[config.mk]
export PLATFORM = sky130hd
export DESIGN_NAME = link_retry_ctrl
export DESIGN_NICKNAME = d
export VERILOG_FILES = /design/src/rtl/lrr_pkg.sv /design/src/rtl/lrr_tick_gen.sv /design/src/rtl/lrr_settle_timer.sv /design/src/rtl/lrr_budget.sv /design/src/rtl/link_retry_ctrl.sv
export SDC_FILE = /design/constraint.sdc
export NUM_CORES = 1
export LEC_CHECK = 0
export BUFFER_PORTS_ARGS = -buffer_cell sky130_fd_sc_hd__buf_4
export CELL_PAD_IN_SITES_DETAIL_PLACEMENT = 1
export CELL_PAD_IN_SITES_GLOBAL_PLACEMENT = 1
export CORE_UTILIZATION = 47
export DETAILED_ROUTE_END_ITERATION = 10
export GPL_TIMING_DRIVEN = 1
export PLACE_DENSITY_LB_ADDON = 0.1
export SLEW_MARGIN = 10
export SYNTH_ARGS = -nofsm -noshare
export SYNTH_HDL_FRONTEND = slang
export SYNTH_HIERARCHICAL = 1
export SYNTH_SLANG_ARGS = --single-unit
[constraint.sdc]
create_clock -name clk -period 2.8 [get_ports clk]
set_input_delay 0.14 -clock clk [delete_from_list [all_inputs] [get_ports clk]]
set_output_delay 0.14 -clock clk [all_outputs]
set_load 0.03 [all_outputs]
[src/rtl/lrr_pkg.sv]
package lrr_pkg;

    typedef enum logic [2:0] {
        ST_IDLE,
        ST_CHECK,
        ST_PULSE,
        ST_SETTLE,
        ST_SAMPLE,
        ST_DONE
    } lrr_state_t;

endpackage

[src/rtl/lrr_tick_gen.sv]
// Microsecond tick prescaler; restarts from zero while clr is high.
module lrr_tick_gen #(
    parameter int TICK_DIV = 125
) (
    input  logic clk,
    input  logic rst_n,
    input  logic clr,
    output logic tick
);
    localparam int CW = (TICK_DIV > 1) ? $clog2(TICK_DIV) : 1;
    localparam logic [CW-1:0] LAST = CW'(TICK_DIV - 1);

    logic [CW-1:0] cnt;

    always_ff @(posedge clk or negedge rst_n) begin
        if (!rst_n)
            cnt <= '0;
        else if (clr || cnt == LAST)
            cnt <= '0;
        else
            cnt <= cnt + 1'b1;
    end

    assign tick = !clr && (cnt == LAST);
endmodule

[src/rtl/lrr_settle_timer.sv]
// Counts ticks of the settle window; expire is high on the final tick.
module lrr_settle_timer #(
    parameter int SETTLE_US = 10
) (
    input  logic clk,
    input  logic rst_n,
    input  logic clr,
    input  logic tick,
    output logic expire
);
    localparam int SW = (SETTLE_US > 1) ? $clog2(SETTLE_US) : 1;
    localparam logic [SW-1:0] LAST = SW'(SETTLE_US - 1);

    logic [SW-1:0] ticks;

    always_ff @(posedge clk or negedge rst_n) begin
        if (!rst_n)
            ticks <= '0;
        else if (clr)
            ticks <= '0;
        else if (tick)
            ticks <= ticks + 1'b1;
    end

    assign expire = tick && (ticks == LAST);
endmodule

[src/rtl/lrr_budget.sv]
// Sample budget shared across attempts, per-attempt sample count, attempt count.
module lrr_budget #(
    parameter int WAITS_PER_TRY = 4,
    parameter int MAX_TRIES     = 3,
    parameter int WAIT_BUDGET   = 10
) (
    input  logic clk,
    input  logic rst_n,
    input  logic load,
    input  logic pulse,
    input  logic sample,
    output logic waits_last,
    output logic try_last,
    output logic tries_last
);
    localparam int WW = $clog2(WAIT_BUDGET + 1);
    localparam int PW = $clog2(WAITS_PER_TRY + 1);
    localparam int TW = $clog2(MAX_TRIES + 1);

    logic [WW-1:0] waits_left;
    logic [PW-1:0] try_cnt;
    logic [TW-1:0] tries;

    always_ff @(posedge clk or negedge rst_n) begin
        if (!rst_n) begin
            waits_left <= '0;
            try_cnt    <= '0;
            tries      <= '0;
        end else begin
            if (load)
                waits_left <= WW'(WAIT_BUDGET);
            else if (sample && waits_left != '0)
                waits_left <= waits_left - 1'b1;

            if (pulse)
                try_cnt <= '0;
            else if (sample)
                try_cnt <= try_cnt + 1'b1;

            if (load)
                tries <= '0;
            else if (pulse)
                tries <= tries + 1'b1;
        end
    end

    assign waits_last = (waits_left == WW'(1));
    assign try_last   = (try_cnt == PW'(WAITS_PER_TRY - 1));
    assign tries_last = (tries == TW'(MAX_TRIES));
endmodule

[src/rtl/link_retry_ctrl.sv]
module link_retry_ctrl #(
    parameter int TICK_DIV      = 125,
    parameter int SETTLE_US     = 10,
    parameter int WAITS_PER_TRY = 4,
    parameter int MAX_TRIES     = 3,
    parameter int WAIT_BUDGET   = 10
) (
    input  logic clk,
    input  logic rst_n,
    input  logic start_i,
    input  logic link_up_i,
    input  logic lane_align_i,
    output logic link_rst_o,
    output logic done_o,
    output logic link_ok_o
);
    import lrr_pkg::*;

    lrr_state_t state, state_nx;
    logic       ok_q, ok_nx;
    logic       healthy;
    logic       tmr_clr, tick, expire;
    logic       waits_last, try_last, tries_last;

    assign healthy = link_up_i && lane_align_i;
    assign tmr_clr = (state != ST_SETTLE);

    lrr_tick_gen #(.TICK_DIV(TICK_DIV)) u_tick (
        .clk(clk), .rst_n(rst_n), .clr(tmr_clr), .tick(tick)
    );

    lrr_settle_timer #(.SETTLE_US(SETTLE_US)) u_settle (
        .clk(clk), .rst_n(rst_n), .clr(tmr_clr), .tick(tick), .expire(expire)
    );

    lrr_budget #(
        .WAITS_PER_TRY(WAITS_PER_TRY),
        .MAX_TRIES(MAX_TRIES),
        .WAIT_BUDGET(WAIT_BUDGET)
    ) u_budget (
        .clk(clk), .rst_n(rst_n),
        .load(state == ST_CHECK),
        .pulse(state == ST_PULSE),
        .sample(state == ST_SAMPLE),
        .waits_last(waits_last),
        .try_last(try_last),
        .tries_last(tries_last)
    );

    // next state and next result
    always_comb begin
        state_nx = state;
        ok_nx    = ok_q;
        unique case (state)
            ST_IDLE:   if (start_i) state_nx = ST_CHECK;
            ST_CHECK: begin
                if (healthy) begin
                    state_nx = ST_DONE;
                    ok_nx    = 1'b1;
                end else begin
                    state_nx = ST_PULSE;
                end
            end
            ST_PULSE:  state_nx = ST_SETTLE;
            ST_SETTLE: if (expire) state_nx = ST_SAMPLE;
            ST_SAMPLE: begin
                if (healthy) begin
                    state_nx = ST_DONE;
                    ok_nx    = 1'b1;
                end else if (waits_last) begin
                    state_nx = ST_DONE;
                    ok_nx    = 1'b0;
                end else if (try_last) begin
                    if (tries_last) begin
                        state_nx = ST_DONE;
                        ok_nx    = 1'b0;
                    end else begin
                        state_nx = ST_PULSE;
                    end
                end else begin
                    state_nx = ST_SETTLE;
                end
            end
            ST_DONE:   state_nx = ST_IDLE;
            default:   state_nx = ST_IDLE;
        endcase
    end

    // state register
    always_ff @(posedge clk or negedge rst_n) begin
        if (!rst_n) begin
            state <= ST_IDLE;
            ok_q  <= 1'b0;
        end else begin
            state <= state_nx;
            ok_q  <= ok_nx;
        end
    end

    // outputs
    always_comb begin
        link_rst_o = (state == ST_PULSE);
        done_o     = (state == ST_DONE);
        link_ok_o  = ok_q;
    end
endmodule

==> results.tsv <==
stage	metric	value	unit
logic_synthesis	Synth top cells by count	dfrtp_1 (24), nor2_1 (20), ha_1 (10), inv_1 (9), a21oi_1 (5)	
power_and_ir_drop	worst vdd ir	0.489	mV
hold_path	Worst Hold Class	input pin to flop	
timing	clock skew	0.0198	ns
cts	CTS resizes	0	
cts	TritonCTS Buffers	3	
cts	Worst-Skew Late Latency	0.32	ns
global_route	first-pass GRT wire length	4600	um
power_and_ir_drop	PwrDens	798	nW/um^2
route	Routed WL	2690	um
logic_synthesis	leading post-synthesis cells by cell area	dfrtp_1 (43%), ha_1 (9.0%), nor2_1 (5.4%)	
power_and_ir_drop	Leakage	0.698	nW
route	drt drc	0	
cts	CTS root buf	clkbuf_4	
critical_path	Worst EP required	3.03	ns
critical_path	CP Cell Sequence	nand3b_1 -> nor3_1 -> buf_4 -> and4b_1 -> nor2b_1 -> a31oi_1 -> o22ai_1 -> or2_2	
die	Die W	56.3	um
route	Starting DRT DRC Count	44	
timing	max-slew violations	0	
timing	min Tclk post-route	2.32	ns
logic_synthesis	Cell variety after synth	45	
cts	H-tree depth	1	
timing	unrepaired setup endpoints after global routing	no	
cells_and_area	layout cell share with drive strength beyond 1	14.4	%
route	Detail Route Antenna Nets	0	
placement	post-detailed-placement half-perimeter wirelength	1990	um
route	TritonRoute pass-1 iters	4	
logic_synthesis	Cells after Synth	138	
die	full die area	3170	um^2
critical_path	CP arrival	2.55	ns
critical_path	slowest CP cell	dfrtp_1	
global_route	total gr overflow	0	
logic_synthesis	top-count cell post-synth	dfrtp_1	
cts	clock slew seen by the registers of the worst setup and hold paths	0.15	ns
die	I/O Pins	8	
critical_path	critical path endpoint category	flop	
logic_synthesis	fraction of registers with async set/reset	100	%
route	DR vias	1001	
cells_and_area	fillers	310	
global_route	largest net degree at the start of global routing	25	
critical_path	CP Launch Type	flop	
logic_synthesis	ys flop type	dfrtp_1	
route	vias per cell	5.66	
logic_synthesis	syn_nets	153	
logic_synthesis	post-synth top area cell	dfrtp_1	
die	Starting Density	49.9	%
timing	fin crit share	82.8	%
logic_synthesis	register area share after synthesis	43.3	%
cts	Setup Fix Bufs, Post-CTS	0	
global_route	vias in the first global route	1028	
run	max-cap viol count	0	
timing	Final setup viols	0	
logic_synthesis	Yosys top cell area share	43.3	%
logic_synthesis	Seq cells post-synth	24	
critical_path	Worst Path Max Fanout	12	
placement	placed cells	172	
cts	CTS tree	done	
die	CORE AREA	2780	um^2
logic_synthesis	cell area after synthesis	1390	um^2
timing	Peak Freq	431	MHz
cells_and_area	Nets	162	
logic_synthesis	EDFF count, synth	0	
logic_synthesis	Synthesis Warnings	6	
global_route	total track usage	18.8	%
global_route	initial antenna violation count	0	
timing	Slew @ Worst Pin	0.533	ns
placement	GPL Wtd Cong	0.788	
cts	Sink Count	24	
logic_synthesis	mean post-synth cell area	10.1	um^2
cells_and_area	number of inserted diodes	0	
route	DR WL/cell	15.2	um
outcome	status	completed	
placement	Port Buffers	7	
critical_path	delay of the slowest cell on the worst path	0.53	ns
cells_and_area	area of the multi-input gates	708	um^2
die	cell row count	19	
timing	Fin. Hold Viols	0	
die	die height	56.3	um
cells_and_area	Finished Layout Cells	177	
cells_and_area	synth-to-layout area growth	9.20	%
critical_path	Crit Path Category	flop to flop	
timing	Fin Setup TNS	0	ns
timing	max_slew headroom	64.4	%
cells_and_area	Register Area	601	um^2
cts	hold buffer count at cts	1	
cts	Max clock buf depth	2	
==> logic make-up (layout without fill, tap and decap cells) <==
kind of cell / count (synthesis) / in the layout / synth area share, %
simple gates: 51 / 51 / 20.6
compound gates: 26 / 26 / 13.5
flops: 24 / 24 / 43.3
buf+inv: 16 / 24 / 5.68
fa+ha+maj: 10 / 10 / 9.02
xor+xnor: 6 / 6 / 3.79
mux: 5 / 5 / 4.06
==> worst max-delay path, delay by kind of cell, from the launching register on <==
family / cells / cell delay (ns)
DFF: 1 / 0.53
buffers and inverters: 1 / 0.19
AOI/OAI and AO/OA: 2 / 0.30
and+or+nand+nor: 5 / 1.22
==> power by group <==
part / switching [mW] / internal (mW)
clock: 0.109 / 0.145
combinational: 0.255 / 0.188
sequential: 0.0935 / 0.419
total: 0.457 / 0.752
==> through the flow <==
step           cell area (um^2)  setup WS (ns)  hold WS (ns)  total power [mW]  utilization, %
3_5_place_dp               1450          0.504        0.0626             0.969            52.2
2_1_floorplan              1390          0.653        -0.156             0.849               -
6_report                   1520          0.482         0.136              1.21            54.5
4_1_cts                    1520          0.478         0.125              1.23            54.5
5_1_grt                    1520          0.289         0.157              1.31            54.5
3_3_place_gp               1450          0.606        0.0580             0.934            52.2
==> metal layers <==
layer	vias up	global-route usage, %	wire, um	share of wire (%)
met5	-	0	0	0
met4	0	8.01	37	1.4
met1	494	25.4	1330	49
met2	6	30.8	1290	48
li1	497	-	-	-
met3	4	2.07	37	1.4
==> state kept, by name, summed over array words and instances (netlist names) <==
register / flops
link_ok_o: 1
u_budget/try_cnt: 3
state: 3
u_settle/ticks: 4
u_budget/waits_left: 4
u_tick/cnt: 7
u_budget/tries: 2
==> final timing paths <==
kind,startpoint,end,slack (ns),cells after the start
setup / recovery,state[2]$_DFFE_PN0P_,state[1]$_DFFE_PN0P_,0.48,8
hold / removal,lane_align_i,link_ok_o$_DFFE_PN0P_,0.14,3
setup reg to reg,state[2]$_DFFE_PN0P_,state[1]$_DFFE_PN0P_,0.48,8
hold reg to reg,u_tick/cnt[5]$_DFF_PN0_,u_tick/cnt[5]$_DFF_PN0_,0.54,1
max in group asynchronous,rst_n,u_settle/ticks[0]$_DFFE_PN0P_,2.32,2
min in group asynchronous,rst_n,state[1]$_DFFE_PN0P_,0.23,2
==> area by class of cell <==
type | count | share of cell area [%]
clock inverter | 1 | 1.98
multi-input combinational | 98 | 46.7
tap | 31 | 2.56
clock buffer | 3 | 1.49
sequential | 24 | 39.6
timing repair buffer | 10 | 5.12
inverter | 10 | 2.48
==> cells in the final DEF (no fill, tap or decap), types with 2 or more instances in the layout <==
cell / instances
xor2_1: 2
o41ai_1: 2
o21ai_0: 3
dfrtp_1: 24
nand2_1: 4
mux2i_1: 3
nand2b_1: 2
a211oi_1: 2
nor2b_1: 4
nand3_1: 4
a21oi_1: 5
nor3_1: 4
inv_1: 9
a31oi_1: 3
a211o_1: 2
nor2_1: 20
nand3b_1: 2
clkbuf_4: 3
xnor2_1: 4
buf_4: 9
ha_1: 10
No activity file was read; power rests on OpenSTA's default activity.
